$ cat src/rtl/can_tx_pkg.sv
package can_tx_pkg;
  localparam int unsigned MAX_SLOTS = 32;
  typedef enum logic { ST_IDLE, ST_BUSY } tx_state_e;
endpackage

$ cat src/rtl/can_tx_fifo_ptr.sv
module can_tx_fifo_ptr #(
  parameter int unsigned DEPTH = 4,
  localparam int unsigned PW = (DEPTH > 1) ? $clog2(DEPTH) : 1,
  localparam int unsigned CW = $clog2(DEPTH + 1)
) (
  input  logic          clk_i,
  input  logic          rst_ni,
  input  logic          push_i,
  input  logic          pop_i,
  output logic          push_ok_o,
  output logic [PW-1:0] get_o,
  output logic [PW-1:0] put_o,
  output logic          full_o,
  output logic          empty_o
);
  logic [PW-1:0] get_q, put_q;
  logic [CW-1:0] cnt_q;
  logic pop_ok;

  assign full_o    = (cnt_q == CW'(DEPTH));
  assign empty_o   = (cnt_q == '0);
  assign push_ok_o = push_i & ~full_o;
  assign pop_ok    = pop_i & ~empty_o;
  assign get_o     = get_q;
  assign put_o     = put_q;

  function automatic logic [PW-1:0] wrap_inc(logic [PW-1:0] p);
    return (p == PW'(DEPTH - 1)) ? '0 : p + 1'b1;
  endfunction

  always_ff @(posedge clk_i or negedge rst_ni) begin
    if (!rst_ni) begin
      get_q <= '0;
      put_q <= '0;
      cnt_q <= '0;
    end else begin
      if (push_ok_o) put_q <= wrap_inc(put_q);
      if (pop_ok)    get_q <= wrap_inc(get_q);
      if (push_ok_o && !pop_ok)      cnt_q <= cnt_q + 1'b1;
      else if (!push_ok_o && pop_ok) cnt_q <= cnt_q - 1'b1;
    end
  end

  AST_FIFO_NO_OVF: assert property (@(posedge clk_i) disable iff (!rst_ni)
    cnt_q <= CW'(DEPTH)) else $error("fifo count overflow");
  AST_FULL_REJECT: assert property (@(posedge clk_i) disable iff (!rst_ni)
    (full_o && push_i && !pop_i) |=> $stable(put_q)) else $error("push into full fifo");
endmodule

$ cat src/rtl/can_tx_pick.sv
module can_tx_pick #(
  parameter int unsigned NUM_BUF = 4,
  parameter int unsigned NS      = 8,
  parameter int unsigned ID_W    = 11,
  parameter int unsigned IW      = 3
) (
  input  logic [NS-1:0]      pend_i,
  input  logic [NS*ID_W-1:0] id_i,
  input  logic               head_vld_i,
  input  logic [IW-1:0]      head_i,
  output logic               vld_o,
  output logic [IW-1:0]      idx_o,
  output logic [ID_W-1:0]    id_o
);
  logic [ID_W-1:0] head_id;
  assign head_id = id_i[int'(head_i)*ID_W +: ID_W];

  // ascending scan with strict compare keeps the lower index on a tie
  always_comb begin
    vld_o = 1'b0;
    idx_o = '0;
    id_o  = '1;
    for (int b = 0; b < int'(NUM_BUF); b++) begin
      if (pend_i[b] && (!vld_o || id_i[b*ID_W +: ID_W] < id_o)) begin
        vld_o = 1'b1;
        idx_o = IW'(b);
        id_o  = id_i[b*ID_W +: ID_W];
      end
    end
    if (head_vld_i && pend_i[head_i] && (!vld_o || head_id < id_o)) begin
      vld_o = 1'b1;
      idx_o = head_i;
      id_o  = head_id;
    end
  end
endmodule

$ cat src/rtl/can_tx_sched.sv
module can_tx_sched
  import can_tx_pkg::*;
#(
  parameter int unsigned NUM_BUF    = 4,
  parameter int unsigned FIFO_DEPTH = 4,
  parameter int unsigned ID_W       = 11,
  localparam int unsigned NS = NUM_BUF + FIFO_DEPTH,
  localparam int unsigned IW = $clog2(NS),
  localparam int unsigned PW = (FIFO_DEPTH > 1) ? $clog2(FIFO_DEPTH) : 1
) (
  input  logic               clk_i,
  input  logic               rst_ni,
  input  logic [NUM_BUF-1:0] buf_add_i,
  input  logic               fifo_add_i,
  input  logic [NS*ID_W-1:0] slot_id_i,
  input  logic [NUM_BUF-1:0] cancel_i,
  input  logic [NS-1:0]      irq_en_i,
  input  logic               tx_start_i,
  input  logic               tx_done_i,
  input  logic               tx_fail_i,
  output logic               sel_valid_o,
  output logic [IW-1:0]      sel_idx_o,
  output logic [NS-1:0]      pend_o,
  output logic [NS-1:0]      txo_o,
  output logic [NS-1:0]      irq_o,
  output logic               fifo_full_o,
  output logic [IW-1:0]      fifo_put_o
);
  initial AST_CFG: assert (NS <= MAX_SLOTS && NUM_BUF >= 1 && FIFO_DEPTH >= 2)
    else $error("slot configuration out of range");

  tx_state_e       st_q;
  logic [IW-1:0]   act_q;
  logic [NS-1:0]   pend_q, txo_q, irq_q;
  logic [NS-1:0]   act_mask, set_v, clr_v, done_v;
  logic            push_ok, fifo_empty, pop, pick_vld, busy;
  logic [PW-1:0]   get_p, put_p;
  logic [IW-1:0]   head_slot, put_slot, pick_idx;
  logic [ID_W-1:0] pick_id;

  assign busy      = (st_q == ST_BUSY);
  assign head_slot = IW'(NUM_BUF) + IW'(get_p);
  assign put_slot  = IW'(NUM_BUF) + IW'(put_p);
  assign pop       = busy && tx_done_i && (act_q >= IW'(NUM_BUF));

  can_tx_fifo_ptr #(.DEPTH(FIFO_DEPTH)) u_fifo (
    .clk_i     (clk_i),
    .rst_ni    (rst_ni),
    .push_i    (fifo_add_i),
    .pop_i     (pop),
    .push_ok_o (push_ok),
    .get_o     (get_p),
    .put_o     (put_p),
    .full_o    (fifo_full_o),
    .empty_o   (fifo_empty)
  );

  can_tx_pick #(.NUM_BUF(NUM_BUF), .NS(NS), .ID_W(ID_W), .IW(IW)) u_pick (
    .pend_i     (pend_q),
    .id_i       (slot_id_i),
    .head_vld_i (~fifo_empty),
    .head_i     (head_slot),
    .vld_o      (pick_vld),
    .idx_o      (pick_idx),
    .id_o       (pick_id)
  );

  always_comb begin
    act_mask = busy ? (NS'(1) << act_q) : '0;
    done_v   = (busy && tx_done_i) ? (NS'(1) << act_q) : '0;
    set_v    = '0;
    set_v[NUM_BUF-1:0] = buf_add_i;
    if (push_ok) set_v[put_slot] = 1'b1;
    set_v    = set_v & ~act_mask;
    clr_v    = (NS'(cancel_i) & ~act_mask) | done_v;
  end

  always_ff @(posedge clk_i or negedge rst_ni) begin
    if (!rst_ni) begin
      st_q   <= ST_IDLE;
      act_q  <= '0;
      pend_q <= '0;
      txo_q  <= '0;
      irq_q  <= '0;
    end else begin
      pend_q <= (pend_q | set_v) & ~clr_v;
      txo_q  <= (txo_q & ~set_v) | done_v;
      irq_q  <= done_v & irq_en_i;
      case (st_q)
        ST_IDLE: if (tx_start_i && pick_vld) begin
          st_q  <= ST_BUSY;
          act_q <= pick_idx;
        end
        ST_BUSY: if (tx_done_i || tx_fail_i) st_q <= ST_IDLE;
        default: st_q <= ST_IDLE;
      endcase
    end
  end

  assign sel_valid_o = pick_vld && !busy;
  assign sel_idx_o   = pick_idx;
  assign pend_o      = pend_q;
  assign txo_o       = txo_q;
  assign irq_o       = irq_q;
  assign fifo_put_o  = put_slot;

  AST_SEL_PENDING: assert property (@(posedge clk_i) disable iff (!rst_ni)
    sel_valid_o |-> pend_q[sel_idx_o]) else $error("offered slot not pending");
  for (genvar b = 0; b < NUM_BUF; b++) begin : g_arb_chk
    AST_LOWEST_ID: assert property (@(posedge clk_i) disable iff (!rst_ni)
      (sel_valid_o && pend_q[b]) |-> (pick_id <= slot_id_i[b*ID_W +: ID_W]))
      else $error("higher id won");
    AST_TIE_LOW_IDX: assert property (@(posedge clk_i) disable iff (!rst_ni)
      (sel_valid_o && pend_q[b] && pick_id == slot_id_i[b*ID_W +: ID_W]) |-> (sel_idx_o <= IW'(b)))
      else $error("tie not to lowest buffer");
  end
  AST_ACTIVE_HELD: assert property (@(posedge clk_i) disable iff (!rst_ni)
    busy |-> pend_q[act_q]) else $error("active slot lost pending");
  AST_DONE_TXO: assert property (@(posedge clk_i) disable iff (!rst_ni)
    (busy && tx_done_i) |=> txo_q[$past(act_q)]) else $error("done without txo");
  AST_IRQ_SRC: assert property (@(posedge clk_i) disable iff (!rst_ni)
    (irq_q != '0) |-> $past(busy && tx_done_i)) else $error("stray irq");
  AST_IRQ_ONEHOT: assert property (@(posedge clk_i) disable iff (!rst_ni)
    $onehot0(irq_q)) else $error("multiple irq bits");
endmodule

$ cat config.mk
export PLATFORM = sky130hd
export DESIGN_NAME = can_tx_sched
export DESIGN_NICKNAME = d
export VERILOG_FILES = /design/src/rtl/can_tx_pkg.sv /design/src/rtl/can_tx_fifo_ptr.sv /design/src/rtl/can_tx_pick.sv /design/src/rtl/can_tx_sched.sv
export SDC_FILE = /design/constraint.sdc
export NUM_CORES = 1
export LEC_CHECK = 0
export BUFFER_PORTS_ARGS = -buffer_cell sky130_fd_sc_hd__clkbuf_2
export CAP_MARGIN = 20
export CORE_ASPECT_RATIO = 1.75
export CORE_MARGIN = 2
export CORE_UTILIZATION = 45
export CTS_BUF_LIST = sky130_fd_sc_hd__clkbuf_8
export DETAILED_ROUTE_END_ITERATION = 6
export PLACE_DENSITY = 0.79
export SLEW_MARGIN = 20
export SYNTH_ARGS = -nofsm -noshare
export SYNTH_HDL_FRONTEND = slang
export SYNTH_SLANG_ARGS = --single-unit
$ cat constraint.sdc
create_clock -name clk_i -period 11.3 [get_ports clk_i]
set_input_delay 2.26 -clock clk_i [delete_from_list [all_inputs] [get_ports clk_i]]
set_output_delay 2.26 -clock clk_i [all_outputs]
set_load 0.1 [all_outputs]
After elaboration in Yosys (flattened, before gate mapping):

Cells that the tools add are included.

* bits in registers: 35
* bits in latches: 0
* RAM bits: 0
* memory bits (read-only): 0
* input port bits: 110
* output and inout bits: 32
* word-level logic and storage cells: 99
* memories kept: 0

* add/sub/neg operators: 6
* $mul: 1
* divide/modulo/power cells: 0
* order comparisons: 8
* equal/unequal tests: 3
* shift operators: 2
* mux-type cells: 27
* bitwise operators: 17
* reductions and logical operators: 27

Operators by type and width (number)
* indexed part select 88 x 8 -> 11 bit: 1
* less-than comparator 11 bit: 4
* 2-to-1 mux 11 bit: 4
* AND 8 bit: 4
* 2-to-1 mux 8 bit: 3
* inverter 8 bit: 3
* bitwise OR 8 bit: 3
* logical AND 1 bit: 12
* 2-to-1 mux 1 bit: 10
* 2-to-1 mux 3 bit: 3
* AND 4 x 8 -> 8 bit: 1
* less-than comparator 3 x 4 -> 1 bit (second input constant): 2
* 2-to-1 mux 2 bit: 4
* bitwise OR 4 x 8 -> 8 bit: 1
* << shifter 1 x 3 -> 8 bit (first input constant): 1
* zero test 1 bit: 7
* multiplier 3 x 4 -> 7 bit (second input constant): 1
* adder 3 x 2 -> 3 bit (first input constant): 2
* logical OR 1 bit: 5
* adder 2 x 1 -> 2 bit (second input constant): 2
* equality test 2 bit (second input constant): 2
* adder 3 x 1 -> 3 bit (second input constant): 1
* binary-select mux 1 bit (select 3 bit): 1
* demux 1 bit (select 3 bit): 1
* other kinds (10): 13

Logic depth before layout (Yosys ltp):

* word-level depth: 20
* mapped depth: 46
* depth with buffers taken out: 40

Modules after synthesis:

From an unflattened synthesis, not the netlist that was laid out.

* cells, all modules: 410
* area total of the unflattened synthesis: 4092.7 um^2

By module, submodules not included
* can_tx_pick: times used 1, cells an instance 273, area each 2454.9 um^2, seq. area each 0.0 um^2
* can_tx_sched: times used 1, cells an instance 109, area each 1238.7 um^2, seq. area each 700.7 um^2
* can_tx_fifo_ptr: times used 1, cells an instance 28, area each 399.1 um^2, seq. area each 175.2 um^2

Worst setup path after synthesis:

OpenSTA, ideal clock, no wires.

* path type: input to output
* start: in slot_id_i[8]
* end: out sel_idx_o[0]
* arrival time: 10.005 ns
* required time: 9.040 ns
* slack: -0.965 ns
* cell stages on the path: 43
* buffers on the path: 5
* cells stage by stage: nor2b_1 -> ha_1 -> a21oi_1 -> o2111ai_1 -> o31ai_2 -> clkbuf_1 -> clkbuf_1 -> nand2_1 -> o21ai_0 -> inv_1 -> ha_1 -> nand2_1 -> nor2_1 -> nand4_1 -> nor3b_1 -> a221oi_2 -> o221ai_2 -> buf_1 -> [7 not listed] -> nand2_1 -> nand2_1 -> or2_1 -> clkbuf_1 -> nand2_1 -> o21ai_1 -> ha_1 -> a21o_1 -> a21o_1 -> a21o_1 -> a21oi_1 -> nor2b_1 -> o211ai_1 -> a21oi_1 -> nor2_1 -> and3_1 -> buf_2 -> mux2_4

* word-level cells in the longest chain between the ends: 17
* elaborated cells on any way between the ends: 27
* classes of those cells: order compare: 4; shift: 1; mux: 11; reduce/logical: 11

RTL lines
* start, declared: line can_tx_sched.sv:15 `input logic [NS*ID_W-1:0] slot_id_i,`
* 2-to-1 mux 11 bit: line can_tx_pick.sv:24 `if (pend_i[b] && (!vld_o || id_i[b*ID_W +: ID_W] < id_o)) begin`
* less-than comparator 11 bit: line can_tx_pick.sv:24
* logical OR 1 bit: line can_tx_pick.sv:24
* logical AND 1 bit: line can_tx_pick.sv:24
* 2-to-1 mux 11 bit / 2-to-1 mux 1 bit (equally long branches): line can_tx_pick.sv:24
* less-than comparator 11 bit / zero test 1 bit (equally long branches): line can_tx_pick.sv:24
* logical OR 1 bit: line can_tx_pick.sv:24
* logical AND 1 bit: line can_tx_pick.sv:24
* 2-to-1 mux 11 bit / 2-to-1 mux 1 bit (equally long branches): line can_tx_pick.sv:24
* less-than comparator 11 bit / zero test 1 bit (equally long branches): line can_tx_pick.sv:24
* logical OR 1 bit: line can_tx_pick.sv:24
* logical AND 1 bit: line can_tx_pick.sv:24
* 2-to-1 mux 11 bit / 2-to-1 mux 1 bit (equally long branches): line can_tx_pick.sv:24
* less-than comparator 11 bit / zero test 1 bit (equally long branches): line can_tx_pick.sv:30 `if (head_vld_i && pend_i[head_i] && (!vld_o || head_id < id_o)) begin`
* logical OR 1 bit: line can_tx_pick.sv:30
* logical AND 1 bit: line can_tx_pick.sv:30
* 2-to-1 mux 3 bit (*): line can_tx_pick.sv:30
* end, declared: line can_tx_sched.sv:22 `output logic [IW-1:0] sel_idx_o,`

Mark *: on every way between the ends. The rest lies on a longest branch, timed or not.

Final worst setup path:

* start: in slot_id_i[10]
* end: out sel_idx_o[0]

Same word-level chain as after synthesis.

==> run_results.csv <==
group,metric,value,unit
yosys,synth_top_family_by_area,"compound AO/OA/AOI/OAI gates",
layout,fin_cells,617,
clocking,cts_tree,"done",
yosys,muxShareOfSynthArea,0.1384,
yosys,yosysUniqueCellTypes,55,
setup_path,cp-end-kind,"primary output",
outcome,violations,"negative setup slack",
sta,setup_viol,2,
pwr,power.leakage,2.446,nW
global_route,grt_use_met2,0.4489,
global_route,antenna_found_initial,0,
global_route,met3_usage,0.03581,
pwr,ir_drop,0.5457,mV
sta,max-slew-margin-rel,0.4156,
setup_path,slowest_delay,0.41,ns
sta,worst_slack,-0.04299,ns
floorplanning,core,7233,sq um
route,wl,10.53,mm
global_route,grt_overflow,0,
global_route,use_met1,0.2702,
hold_path,min_path_type,"reg2reg",
floorplanning,rows,41,
floorplanning,dieArea,8232,sq um
setup_path,cp_max_fo,7,
placed_design,dp.final_hpwl,8.098,mm
yosys,ys_ff_latch,35,
clocking,cts.path.max_buffers,2,
setup_path,cp_data_arrival_time,9.08,ns
clocking,root_buffer,"clkbuf_8",
sta,tightest_slew,0.8766,ns
clocking,cts.clk_slew.worst_paths,0.06,ns
placed_design,pre_cts_ws,-0.1000,ns
layout,multi_input_area,2691,sq um
yosys,yosysWarnings,0,
layout,nets,685,
floorplanning,num_io_pins,142,
clocking,cts.hold.buffers_added,0,
yosys,netlist_area,3373,sq um
yosys,yosysSeqAreaShare,0.2596,
route,drt_iter0_drc,126,
sta,hold_violations,0,
clocking,clkLatencyLatePin,0.29,ns
yosys,synthSimpleGateAreaFrac,0.1606,
yosys,synth_area_per_cell,9.191,sq um
floorplanning,start_util,0.4664,
sta,hold_ws,0.4942,ns
clocking,cts-buffers-inserted,5,
route,ant_nets,0,
placed_design,io_buffers,140,
setup_path,critical_path_buf_inv_count,7,
sta,max_freq,88.16,MHz
setup_path,cp_slowest_cell,"a2111o_1",
pwr,power.density,271.2,nW/um^2
layout,antenna_cells,0,
clocking,htree_levels,2,
yosys,synthesis.nets,522,
sta,finalClockSkew,0.009790,ns
sta,post-route-period-util,1.004,
yosys,syn_inst,367,
route,drcViolationCount,0,
global_route,busiest_layer,"met2",
route,dr.pass1.iters,4,
layout,drive_gt1_frac,0.4953,
setup_path,cp_top_family,"compound AO/OA/AOI/OAI gates",
route,num_vias,3541,
yosys,synth_compound_area_frac,0.2129,
sta,min_period,11.34,ns
floorplanning,die_y,118.5,um
placed_design,dpl.cell_count,596,
sta,grt_setup_unrepaired,"true",
outcome,outcome,"finished with violations",
yosys,synthArstFlopShare,1.000,
global_route,grt_usage,0.2400,
yosys,synth_edf_count,0,
yosys,synth-adder-area-share,0.1691,
global_route,grt_pass1_vias,3563,
floorplanning,die_w,69.45,um
placed_design,gp_congestion,0.9361,
pwr,power,1.326,mW
clocking,clock-sinks,35,
route,routedWlPerCell,17.06,um
global_route,grt_pass1_wl,16.42,mm
flow_run,drv_cap,0,
layout,register_area,875.8,sq um
setup_path,cpMostUsedCell,"o21ai_2",
yosys,synthFlopType,"dfrtp_1",
layout,fillers,570,
setup_path,critical_path_class,"in2out",
global_route,grt_max_degree,36,
yosys,synthXorXnorAreaFrac,0.01558,
layout,area_delta_synth_final,44.96,%
sta,fin_setup_tns,-0.08383,ns
setup_path,startpoint_type,"input pin",
sta,drv_slew,0,
route,viasPerCell,5.739,
setup_path,required,9.04,ns
[flip-flops by register name (all words and copies together), names as in the netlist]
| register | flops |
|---|---|
| act_q | 3 |
| busy | 1 |
| irq_o | 8 |
| pend_o | 8 |
| txo_o | 8 |
| u_fifo.cnt_q | 3 |
| u_fifo.get_o | 2 |
| u_fifo.put_o | 2 |
[path summary, 6_finish.rpt]
path | endpoint | slack [ns] | from | depth (start not counted)
min in group asynchronous | irq_o[3]$_DFF_PN0_ | 2.07 | rst_ni | 1
worst max-delay path | sel_idx_o[0] | -0.04 | slot_id_i[10] | 38
worst min register to register | u_fifo.cnt_q[2]$_DFFE_PN0P_ | 0.49 | u_fifo.cnt_q[2]$_DFFE_PN0P_ | 1
worst max register to register | act_q[0]$_DFFE_PN0P_ | 3.54 | pend_o[0]$_DFF_PN0_ | 37
max in group asynchronous | u_fifo.get_o[1]$_DFFE_PN0P_ | 8.67 | rst_ni | 1
worst min-delay path | u_fifo.cnt_q[2]$_DFFE_PN0P_ | 0.49 | u_fifo.cnt_q[2]$_DFFE_PN0P_ | 1
[cells in the mapped netlist (4+ instances only)]
| master | n | share of area |
|---|---|---|
| a21o_1 | 10 | 0.022 |
| inv_1 | 24 | 0.027 |
| nor2b_1 | 11 | 0.020 |
| mux2_2 | 5 | 0.017 |
| a21oi_1 | 20 | 0.030 |
| and2_1 | 5 | 0.0093 |
| and3_1 | 5 | 0.0093 |
| nor2_1 | 22 | 0.024 |
| nand2b_1 | 6 | 0.011 |
| mux2i_1 | 11 | 0.033 |
| o211ai_1 | 5 | 0.011 |
| dfrtp_1 | 35 | 0.26 |
| nand2_1 | 37 | 0.041 |
| ha_1 | 44 | 0.16 |
| nand3_1 | 4 | 0.0059 |
| mux4_2 | 12 | 0.080 |
| o21a_1 | 5 | 0.011 |
| nand4_1 | 6 | 0.011 |
| xnor2_1 | 4 | 0.010 |
| o21ai_1 | 10 | 0.015 |
| o21bai_1 | 4 | 0.0089 |
| clkbuf_1 | 9 | 0.010 |
| a211oi_1 | 4 | 0.0089 |
| a22o_1 | 4 | 0.010 |
| nor3_1 | 6 | 0.0089 |
| o21ai_0 | 25 | 0.037 |
[repair_timing]
action	CTS	global route
setup buffers	3	8
resized for setup	10	76
pin swaps	3	45
setup endpoints to repair	2	3
cloned	1	1
[power breakdown]
| group | internal (mW) | switching [mW] |
|---|---|---|
| Combinational | 0.409 | 0.607 |
| Sequential | 0.161 | 0.0611 |
| Clock | 0.0422 | 0.0458 |
| Total | 0.613 | 0.714 |
[routing by layer]
layer	vias up	share of wire
li1	1665	-
met1	1702	0.36
met2	131	0.55
met3	43	0.043
met4	0	0.043
met5	-	0
[through the flow]
stage	util	cell area (sq um)
final	0.6760	4890
after global placement	0.6021	4355
after floorplan	-	3471
after detailed placement	0.6021	4355
after global routing	0.6760	4890
after CTS	0.6229	4506
[cells by family (layout without fill, tap and decap cells)]
logic type,Yosys count,after routing
adders and majority gates,45,45
muxes,30,30
and+or+nand+nor,110,110
buffers and inverters,37,201
xor gates and xnor gates,6,6
DFF,35,35
other,1,1
AOI/OAI and AO/OA,103,103
[final cells by class]
type,instances,area share
Clock buffer,5,0.01407
Clock inverter,3,0.003327
Inverter,24,0.01842
Multi-Input combinational cell,295,0.5504
Sequential cell,35,0.1791
Tap cell,86,0.02201
Timing Repair Buffer,169,0.2126
[placed cells by master, fill, tap and decap left out, types with 6 or more instances in the layout]
cell type / count
nand2_2: 7
buf_6: 11
nand4_1: 6
inv_1: 20
o21ai_2: 13
o21ai_0: 12
a21oi_1: 18
dfrtp_1: 35
o21ai_1: 8
mux2i_1: 10
clkbuf_2: 135
buf_4: 18
ha_4: 8
nor2_1: 21
mux4_2: 12
ha_1: 36
nand2b_1: 6
a21o_1: 10
nand2_1: 27
Power figures use the tool's default switching activity.
